`config.mk`:
```
export PLATFORM = sky130hd
export DESIGN_NAME = ddr_blk_ser
export DESIGN_NICKNAME = d
export VERILOG_FILES = /design/src/rtl/ddr_ser_pkg.sv /design/src/rtl/ddr_ser_gather.sv /design/src/rtl/ddr_ser_crc_lane.sv /design/src/rtl/ddr_blk_ser.sv
export SDC_FILE = /design/constraint.sdc
export NUM_CORES = 1
export LEC_CHECK = 0
export BUFFER_PORTS_ARGS = -buffer_cell sky130_fd_sc_hd__buf_2
export CAP_MARGIN = 0
export CORE_UTILIZATION = 62
export CTS_BUF_LIST = sky130_fd_sc_hd__clkbuf_16
export DETAILED_ROUTE_END_ITERATION = 8
export GPL_TIMING_DRIVEN = 0
export MAX_ROUTING_LAYER = met4
export PLACE_DENSITY_LB_ADDON = 0.08
export SLEW_MARGIN = 20
export SYNTH_ARGS = -nofsm -noshare
export SYNTH_HDL_FRONTEND = slang
export SYNTH_SLANG_ARGS = --single-unit
export TNS_END_PERCENT = 10
```
`constraint.sdc`:
```
create_clock -name clk_i -period 3.7 [get_ports clk_i]
set_input_delay 0.74 -clock clk_i [delete_from_list [all_inputs] [get_ports clk_i]]
set_output_delay 0.74 -clock clk_i [all_outputs]
set_load 0.03 [all_outputs]
```
`src/rtl/ddr_ser_pkg.sv`:
```
package ddr_ser_pkg;
  localparam int LANES = 8;
  localparam int HALF  = LANES / 2;

  typedef enum logic [1:0] {S_IDLE, S_DATA, S_CRC, S_END} st_e;

  function automatic logic [LANES-1:0] nib_pad(logic [HALF-1:0] n);
    return {{HALF{1'b1}}, n};
  endfunction
endpackage

```
`src/rtl/ddr_ser_gather.sv`:
```
module ddr_ser_gather #(
  parameter int BLOCK_BYTES = 512,
  localparam int CW = $clog2(BLOCK_BYTES + 1)
) (
  input  logic       clk_i,
  input  logic       rst_ni,
  input  logic       arm_i,
  input  logic       pair_i,
  input  logic [7:0] byte_i,
  input  logic       valid_i,
  input  logic       pop_i,
  output logic       ready_o,
  output logic       full_o,
  output logic [7:0] odd_o,
  output logic [7:0] even_o
);
  logic [1:0]    cnt_q;
  logic [CW-1:0] left_q;
  logic          push;

  assign full_o  = (cnt_q == (pair_i ? 2'd2 : 2'd1));
  // a byte may enter on the edge that frees the buffer
  assign ready_o = (left_q != '0) && (!full_o || pop_i);
  assign push    = valid_i && ready_o;

  always_ff @(posedge clk_i or negedge rst_ni) begin
    if (!rst_ni) begin
      cnt_q  <= '0;
      left_q <= '0;
      odd_o  <= '0;
      even_o <= '0;
    end else if (arm_i) begin
      cnt_q  <= '0;
      left_q <= CW'(BLOCK_BYTES);
    end else begin
      if (push) left_q <= left_q - 1'b1;
      if (pop_i && push) begin
        cnt_q <= 2'd1;
        odd_o <= byte_i;
      end else if (pop_i) begin
        cnt_q <= '0;
      end else if (push) begin
        if (cnt_q == '0) odd_o <= byte_i;
        else             even_o <= byte_i;
        cnt_q <= cnt_q + 1'b1;
      end
    end
  end
endmodule

```
`src/rtl/ddr_ser_crc_lane.sv`:
```
module ddr_ser_crc_lane #(
  parameter int CRC_W = 16,
  parameter logic [CRC_W-1:0] POLY = 16'h1021
) (
  input  logic clk_i,
  input  logic rst_ni,
  input  logic clr_i,
  input  logic upd_i,
  input  logic shift_i,
  input  logic bit_i,
  output logic msb_o
);
  logic [CRC_W-1:0] crc_q;

  assign msb_o = crc_q[CRC_W-1];

  always_ff @(posedge clk_i or negedge rst_ni) begin
    if (!rst_ni)      crc_q <= '0;
    else if (clr_i)   crc_q <= '0;
    else if (upd_i)   crc_q <= {crc_q[CRC_W-2:0], 1'b0} ^ ((crc_q[CRC_W-1] ^ bit_i) ? POLY : '0);
    else if (shift_i) crc_q <= {crc_q[CRC_W-2:0], 1'b0};
  end
endmodule

```
`src/rtl/ddr_blk_ser.sv`:
```
module ddr_blk_ser
  import ddr_ser_pkg::*;
#(
  parameter int BLOCK_BYTES = 512,
  parameter int CRC_W = 16,
  parameter logic [CRC_W-1:0] CRC_POLY = 16'h1021
) (
  input  logic             clk_i,
  input  logic             rst_ni,
  input  logic             start_i,
  input  logic             ddr_i,
  input  logic             wide_i,
  input  logic [7:0]       byte_i,
  input  logic             byte_valid_i,
  output logic             byte_ready_o,
  output logic             vld_o,
  output logic [LANES-1:0] rise_o,
  output logic [LANES-1:0] fall_o,
  output logic             done_o
);
  localparam int CW = $clog2(BLOCK_BYTES + 1);
  localparam int KW = $clog2(CRC_W);

  st_e           st_q;
  logic          ddr_q, wide_q, nib_q;
  logic [CW-1:0] left_q;
  logic [KW-1:0] crc_cnt_q;

  logic          start_go, beat, pop, shifting, g_full;
  logic [7:0]    g_odd, g_even, f_src;
  logic [CW-1:0] step;
  logic [LANES-1:0] act, start_mask, d_rise, d_fall, c_rise, c_fall, crc_r_msb, crc_f_msb;

  assign start_go   = (st_q == S_IDLE) && start_i;
  assign beat       = (st_q == S_DATA) && g_full;
  assign pop        = beat && (wide_q || nib_q);
  assign shifting   = (st_q == S_CRC);
  assign step       = ddr_q ? CW'(2) : CW'(1);
  assign act        = wide_q ? '1 : {{HALF{1'b0}}, {HALF{1'b1}}};
  assign start_mask = wide_i ? '0 : {{HALF{1'b1}}, {HALF{1'b0}}};
  assign f_src      = ddr_q ? g_even : g_odd;

  always_comb begin
    if (wide_q) begin
      d_rise = g_odd;
      d_fall = f_src;
    end else begin
      d_rise = nib_pad(nib_q ? g_odd[HALF-1:0] : g_odd[LANES-1:HALF]);
      d_fall = nib_pad(nib_q ? f_src[HALF-1:0] : f_src[LANES-1:HALF]);
    end
  end

  assign c_rise = crc_r_msb | ~act;
  assign c_fall = ddr_q ? (crc_f_msb | ~act) : c_rise;

  ddr_ser_gather #(.BLOCK_BYTES(BLOCK_BYTES)) u_gather (
    .clk_i   (clk_i),
    .rst_ni  (rst_ni),
    .arm_i   (start_go),
    .pair_i  (ddr_q),
    .byte_i  (byte_i),
    .valid_i (byte_valid_i),
    .pop_i   (pop),
    .ready_o (byte_ready_o),
    .full_o  (g_full),
    .odd_o   (g_odd),
    .even_o  (g_even)
  );

  for (genvar i = 0; i < LANES; i++) begin : g_lane
    ddr_ser_crc_lane #(.CRC_W(CRC_W), .POLY(CRC_POLY)) u_rise (
      .clk_i   (clk_i),
      .rst_ni  (rst_ni),
      .clr_i   (start_go),
      .upd_i   (beat),
      .shift_i (shifting),
      .bit_i   (d_rise[i]),
      .msb_o   (crc_r_msb[i])
    );
    ddr_ser_crc_lane #(.CRC_W(CRC_W), .POLY(CRC_POLY)) u_fall (
      .clk_i   (clk_i),
      .rst_ni  (rst_ni),
      .clr_i   (start_go),
      .upd_i   (beat && ddr_q),
      .shift_i (shifting),
      .bit_i   (d_fall[i]),
      .msb_o   (crc_f_msb[i])
    );
  end

  always_ff @(posedge clk_i or negedge rst_ni) begin
    if (!rst_ni) begin
      st_q      <= S_IDLE;
      ddr_q     <= 1'b0;
      wide_q    <= 1'b0;
      nib_q     <= 1'b0;
      left_q    <= '0;
      crc_cnt_q <= '0;
      rise_o    <= '1;
      fall_o    <= '1;
      vld_o     <= 1'b0;
      done_o    <= 1'b0;
    end else begin
      vld_o  <= 1'b0;
      done_o <= 1'b0;
      unique case (st_q)
        S_IDLE: begin
          rise_o <= '1;
          fall_o <= '1;
          if (start_i) begin
            ddr_q  <= ddr_i;
            wide_q <= wide_i;
            nib_q  <= 1'b0;
            left_q <= CW'(BLOCK_BYTES);
            rise_o <= start_mask;
            fall_o <= start_mask;
            vld_o  <= 1'b1;
            st_q   <= S_DATA;
          end
        end
        S_DATA: begin
          if (g_full) begin
            rise_o <= d_rise;
            fall_o <= d_fall;
            vld_o  <= 1'b1;
            if (!wide_q) nib_q <= ~nib_q;
            if (pop) begin
              left_q <= left_q - step;
              if (left_q == step) begin
                crc_cnt_q <= '0;
                st_q      <= S_CRC;
              end
            end
          end
        end
        S_CRC: begin
          rise_o    <= c_rise;
          fall_o    <= c_fall;
          vld_o     <= 1'b1;
          crc_cnt_q <= crc_cnt_q + 1'b1;
          if (crc_cnt_q == KW'(CRC_W - 1)) st_q <= S_END;
        end
        S_END: begin
          rise_o <= '1;
          fall_o <= '1;
          vld_o  <= 1'b1;
          done_o <= 1'b1;
          st_q   <= S_IDLE;
        end
        default: st_q <= S_IDLE;
      endcase
    end
  end
endmodule

```
==> flow_metrics.env, run 1 <==
export IMPL_outcome="completed"
export IMPL_required_ps=4050
export IMPL_hold_class="in -> async"
export IMPL_netlist_instances=1533
export IMPL_critPathMostFrequentCell="clkbuf_1"
export IMPL_drt_wl_total_um=34600
export IMPL_clk_pin_slew_worst_paths_ps=60
export IMPL_place_ws_ps=602
export IMPL_syn_to_final_growth_pct=11.6
export IMPL_fin_crit_ps=3130
export IMPL_async_flop_share_pct=100
export IMPL_dp_cells=1853
export IMPL_dp_hpwl_um=23300
export IMPL_leakagePower_nw=6.90
export IMPL_ctsResizeCount=0
export IMPL_io_pins=33
export IMPL_ys_flop_type="dfrtp_1"
export IMPL_reg2reg_depth=9
export IMPL_crit_chain="inv_1 > ha_1 > clkbuf_1 > and2_1 > clkbuf_1 > clkbuf_1 > clkbuf_1 > clkbuf_1 > a21oi_1"
export IMPL_crit_slowest_cell="clkbuf_1"
export IMPL_grt_overflow=0
export IMPL_avgRoutedWirePerCell_um=18.1
export IMPL_setup_viol=0
export IMPL_vias=11406
export IMPL_cp_max_fo=10
export IMPL_ir_worst_vdd_mv=0.450
export IMPL_hold_viol=0
export IMPL_cts_hold_buf=0
export IMPL_numPortBuffers=32
export IMPL_startpoint="st_q[0]$_DFFE_PN0P_"
export IMPL_die_area_um2=23600
export IMPL_grt_total_usage_pct=31.2
export IMPL_drt_initial_drc_count=1037
export IMPL_core_um2=22600
export IMPL_die_w_um=154
export IMPL_worstPathArrival_ps=3480
export IMPL_post_route_period_util_pct=84.6
export IMPL_detail_route_antenna_nets=0
export IMPL_timing_hold_ws_ps=210
export IMPL_rr_startpoint="st_q[0]$_DFFE_PN0P_"
export IMPL_insertion_delay_ps=510
export IMPL_nNetsFinal=1629
export IMPL_cts_setup_buffers=0
export IMPL_powerDensity_nw_per_um2=941
export IMPL_start_util_pct=63.1
export IMPL_synth_seq_cells=321
export IMPL_grt_max_degree=101
export IMPL_cpPeakStageDelay_ps=590
export IMPL_cts_tree="done"
export IMPL_syn_num_nets=1558
export IMPL_ys_seq_area_share_pct=56.5
export IMPL_final_cell_mix="nand2_1, dfrtp_1, a21oi_1, clkbuf_1, o21ai_0"
export IMPL_worst_pin_slew_ps=1050
export IMPL_fin_total_pwr_mw=15.0
export IMPL_clk_path_buf_depth=3
export IMPL_finalNonFillerCells=1909
export IMPL_relSlewSlack_pct=29.5
export IMPL_drive_gt1_share_pct=9.42
export IMPL_antenna_found_initial=0
export IMPL_layout_commonest_cell="nand2_1"
export IMPL_criticalPathCategory="reg -> reg"
export IMPL_syn_area_per_cell_um2=9.30
export IMPL_max_cap_violations=0
export IMPL_remaining_drc_errors=0
export IMPL_synthesis_area_um2=14300
export IMPL_clock_skew_ps=10.3
export IMPL_root_buffer="clkbuf_16"
export IMPL_yosys_warnings=0
export IMPL_routed_via_density=5.97
export IMPL_synth_cell_types=62
export IMPL_clkSinkCount=321
export IMPL_diodes=0
export IMPL_grt_pass1_vias=11029
export IMPL_gp_congestion=0.933
export IMPL_cp_end_kind="flop"
export IMPL_die_y_um=154
export IMPL_drv_slew=0
export IMPL_grt_first_pass_wirelength_um=57100
export IMPL_worst_slack_ps=570
export IMPL_start_kind="flop"
export IMPL_h_tree_depth=2
export IMPL_row_count=55
export IMPL_synth_edf_count=0
export IMPL_rsz0062_at_grt="false"
export IMPL_clock_fmax_mhz=319
export IMPL_drtPass1Iterations=5
export IMPL_cts_buffers=34
## per-stage QoR
stage	util, %	TNS [ps]	area, um2
6_report	70.5	0	15900
5_1_grt	70.5	0	15900
4_1_cts	70.5	0	15900
3_5_place_dp	65.8	0	14900
3_3_place_gp	65.4	-1268320	14800
2_1_floorplan	-	0	14300
## synthesized netlist by cell type (9+ instances only)
cell	instances	area share, %
a21oi_1	264	9.3
dfstp_2	16	2.9
mux2_2	22	1.7
nand2b_1	11	0.48
a31oi_1	9	0.40
clkbuf_1	92	2.4
nor3_1	16	0.56
dfrtp_1	305	54
and3_1	13	0.57
ha_1	10	0.88
xor2_1	14	0.86
mux2i_1	20	1.4
nand3_1	24	0.84
inv_1	11	0.29
xnor2_1	27	1.7
buf_2	12	0.42
o21ai_0	46	1.6
nor2_1	41	1.1
nand2_1	460	12
or3_1	11	0.48
## report_power, final
part | total [mW] | internal [mW] | switching [mW]
clock network | 3.27 | 1.92 | 1.35
logic | 6.06 | 1.95 | 4.11
registers | 5.64 | 4.80 | 0.835
## layout make-up
| cell class | count | area [um2] |
|---|---|---|
| buffer | 109 | 442 |
| clock buffer | 35 | 876 |
| clock inverter | 21 | 173 |
| fill | 1756 | 6660 |
| inverter | 11 | 41.3 |
| multi-input combinational | 1092 | 5720 |
| sequential | 321 | 8050 |
| tap | 285 | 357 |
| timing repair buffer | 35 | 253 |
## cells by family (layout without fill, tap and decap cells)
kind of cell	after synthesis	in the layout	synth area share, %
simple gates	607	607	17.8
xor+xnor	41	41	2.52
flops	321	321	56.5
compound gates	389	389	15.5
fa+ha+maj	11	11	1.02
mux	44	44	3.33
buf+inv	120	211	3.39
## path summary, 6_finish.rpt
check / to / slack (ps)
worst min register to register: rise_o[0]$_DFFE_PN1N_ / 480
min in group clk_i: ddr_q$_DFFE_PN0P_ / 460
worst max-delay path: g_lane[0].u_rise.crc_q[7]$_DFFE_PN0P_ / 570
worst max register to register: g_lane[0].u_rise.crc_q[7]$_DFFE_PN0P_ / 570
max in group asynchronous: g_lane[5].u_fall.crc_q[3]$_DFFE_PN0P_ / 2200
worst min-delay path: left_q[2]$_DFFE_PN0P_ / 210
## critical path, delay by kind of cell (launching register included)
| kind | cells | cell delay, ps |
|---|---|---|
| simple gates | 1 | 180 |
| fa+ha+maj | 1 | 180 |
| buf+inv | 6 | 2110 |
| flops | 1 | 400 |
| compound gates | 1 | 90 |
## metal layers
layer / up-vias / track usage, % / part of all wire [%]
met5: - / - / 0
met4: 0 / 9.38 / 2.4
met3: 70 / 3.80 / 5.4
met2: 370 / 48.1 / 46
met1: 5632 / 43.8 / 46
li1: 5334 / - / -
## registers in the layout (all words and copies together), names as in the netlist, 4 cells and up
signal	count
g_lane.u_fall.crc_q	128
g_lane.u_rise.crc_q	128
left_q	10
u_gather.left_q	10
fall_o	8
rise_o	8
u_gather.even_o	8
u_gather.odd_o	8
crc_cnt_q	4
Power figures use the tool's default switching activity.
==> run 2: changes to the inputs <==
- ABC_AREA: unset -> 1
- clock period: 3.7 -> 3.22 ns (I/O delays scaled with it)
==> run 2 against run 1 <==
Net effect:
- the run now ends with design-rule violations left
- clock power grew 24%
- synthesized area shrank 1.8%
- via count shrank 4.5%
- count of clock-buffer cells in the layout grew 1
- global-route usage shrank 0.92 points
- sequential cell count is the same
- utilization grew 1.3 points
- cell count grew 1.5%
- wire length shrank 7.2%
- largest cell class unchanged
==> flow_metrics.env, run 2 <==
export IMPL_die_area_um2=23200
export IMPL_syn_area_per_cell_um2=8.97
export IMPL_remaining_drc_errors=5
export IMPL_violations="design-rule violations"
export IMPL_cts_buffers=35
export IMPL_h_tree_depth=2
export IMPL_die_w_um=152
export IMPL_clkPwrFrac_pct=25.8
export IMPL_avgRoutedWirePerCell_um=16.6
export IMPL_grt_overflow=0
export IMPL_post_route_period_util_pct=86.7
export IMPL_yosys_warnings=0
export IMPL_netlist_instances=1560
export IMPL_cp_max_fo=8
export IMPL_ctsResizeCount=0
export IMPL_reg2reg_slack_ps=780
export IMPL_final_cell_mix="nand2_1, dfrtp_1, inv_1, o22ai_1, nand3_1"
export IMPL_clk_pin_slew_worst_paths_ps=60
export IMPL_vias=10892
export IMPL_grt_pass1_vias=10795
export IMPL_cp_end_kind="output pin"
export IMPL_grt_total_usage_pct=30.3
export IMPL_fillCellCount=1670
export IMPL_crit_chain="inv_1 > ha_1 > inv_2 > o211ai_2 > nand2_1 > inv_1 > buf_2"
export IMPL_cts_hold_buf=0
export IMPL_synth_area_leader_cell="dfrtp_1"
export IMPL_detail_route_antenna_nets=0
export IMPL_diodes=0
export IMPL_synth_top_area_share_pct=54.5
export IMPL_ys_flop_type="dfrtp_1"
export IMPL_setup_tns_ps=0
export IMPL_start_util_pct=63.7
export IMPL_drive_gt1_share_pct=10.8
export IMPL_setup_viol=0
export IMPL_synth_seq_cells=321
export IMPL_hold_class="in -> async"
export IMPL_critPathMostFrequentCell="inv_1"
export IMPL_max_cap_violations=0
export IMPL_layout_commonest_cell="nand2_1"
export IMPL_clock_fmax_mhz=358
export IMPL_synth_edf_count=0
export IMPL_drt_wl_total_um=32100
export IMPL_fin_crit_ps=2790
export IMPL_synthesis_area_um2=14000
export IMPL_worstPathArrival_ps=2150
export IMPL_die_y_um=152
export IMPL_antenna_found_initial=0
export IMPL_yosys_top_cells_area="dfrtp_1, nand2_1, o22ai_1, inv_1, nand3_1"
export IMPL_worst_pin_slew_ps=870
export IMPL_dp_hpwl_um=22000
export IMPL_grt_max_degree=103
export IMPL_fin_total_pwr_mw=15.7
export IMPL_finalInstanceArea_um2=15800
export IMPL_cts_tree="done"
export IMPL_cts_setup_buffers=0
export IMPL_hold_viol=0
export IMPL_synth_common_cells="nand2_1, dfrtp_1, inv_1"
export IMPL_numPortBuffers=32
export IMPL_core_um2=22000
export IMPL_powerDensity_nw_per_um2=993
export IMPL_clock_skew_ps=18.9
export IMPL_critPathTopFamily="buffers and inverters"
export IMPL_p_sw_mw=6.54
export IMPL_io_pins=33
export IMPL_rsz0062_at_grt="false"
export IMPL_dpl_instance_area_um2=14600
export IMPL_clkSinkCount=321
export IMPL_drv_slew=0
export IMPL_syn_num_nets=1585
export IMPL_relSlewSlack_pct=42.0
export IMPL_start_kind="flop"
export IMPL_routed_via_density=5.62
export IMPL_root_buffer="clkbuf_16"
export IMPL_clk_path_buf_depth=3
export IMPL_yosysMostFrequentCell="nand2_1"
export IMPL_ys_seq_area_share_pct=57.5
export IMPL_drtPass1Iterations=7
export IMPL_grt_first_pass_wirelength_um=54700
export IMPL_pwr_share_comb_pct=40.7
export IMPL_criticalPathCategory="reg -> out"
export IMPL_crit_buf_inv=4
export IMPL_nNetsFinal=1657
export IMPL_largestRegisters="g_lane.u_fall.crc_q x128, g_lane.u_rise.crc_q x128"
export IMPL_row_count=54
export IMPL_leakagePower_nw=7.60
export IMPL_async_flop_share_pct=100
export IMPL_power_frac_seq_pct=33.5
export IMPL_required_ps=2580
export IMPL_crit_slowest_cell="dfrtp_1"
export IMPL_sw_frac_of_total_pct=41.8
export IMPL_syn_to_final_growth_pct=12.7
export IMPL_synth_cell_types=37
export IMPL_ir_worst_vdd_mv=0.664
export IMPL_cpPeakStageDelay_ps=400
export IMPL_insertion_delay_ps=520
export IMPL_outcome="finished with violations"
export IMPL_drt_initial_drc_count=1131
export IMPL_power_internal_mw=9.11
export IMPL_gp_congestion=0.941
## run 2: final timing paths
| kind | from | end | depth (start not counted) |
|---|---|---|---|
| worst min register to register | fall_o[3]$_DFFE_PN1N_ | fall_o[3]$_DFFE_PN1N_ | 2 |
| max in group asynchronous | rst_ni | g_lane[3].u_fall.crc_q[8]$_DFFE_PN0P_ | 3 |
| worst min-delay path | rst_ni | g_lane[7].u_rise.crc_q[2]$_DFFE_PN0P_ | 1 |
| worst max-delay path | st_q[1]$_DFFE_PN0P_ | byte_ready_o | 7 |
| min in group clk_i | byte_i[1] | u_gather.even_o[1]$_DFFE_PN0P_ | 3 |
| worst max register to register | st_q[1]$_DFFE_PN0P_ | ddr_q$_DFFE_PN0P_ | 7 |
## run 2: routing by layer
| layer | wire [um] | up-vias | global-route usage [%] |
|---|---|---|---|
| met1 | 15200 | 5289 | 44.6 |
| met4 | 452 | 0 | 6.95 |
| met5 | 0 | - | - |
| met2 | 14300 | 324 | 44.5 |
| met3 | 2090 | 45 | 4.75 |
| li1 | - | 5234 | - |
## run 2: cell type report
type	instances	area (um2)	share of cell area, %
buffer	72	375	2.38
clock buffer	36	901	5.71
clock inverter	27	268	1.70
inverter	287	1080	6.83
multi-input combinational	880	4490	28.5
sequential	321	8050	51.1
tap	280	350	2.22
timing repair buffer	35	253	1.60
## run 2: cells by family (layout without fill, tap and decap cells)
family	count (synthesis)	in the layout	synth area share (%)
AO/OA/AOI/OAI	321	321	13.7
XOR/XNOR	16	16	1.00
adder cells (fa/ha/maj)	11	11	1.04
buffers and inverters	359	457	10.4
flip-flops	321	321	57.5
AND/OR/NAND/NOR	532	532	16.4
## run 2: worst register-to-register path, delay by kind of cell (launching register included)
family	cells	cell delay, ps
and+or+nand+nor	2	470
DFF	1	400
adders and majority gates	1	210
AOI/OAI and AO/OA	1	130
buffers and inverters	3	1160
## run 2: power by group through the flow
stage / Combinational (mW) / Clock (mW) / Sequential, mW
5_1_grt: 7.08 / 4.26 / 5.32
3_5_place_dp: 6.23 / 0 / 5.30
6_report: 6.36 / 4.04 / 5.25
4_1_cts: 6.29 / 4.09 / 5.24
2_1_floorplan: 4.29 / 0 / 5.43
3_3_place_gp: 6.11 / 0 / 5.28
## run 2: metrics by stage
stage               util, %  setup WS (ps)  hold WS [ps]  std cells
CTS                    71.8            462          25.1       1938
floorplan                 -           1320           348       1560
global placement       66.1          -4400           457       1872
detailed placement     66.5            773           455       1875
finish                 71.8            427          14.1       1938
global route           71.8            313          37.1       1938
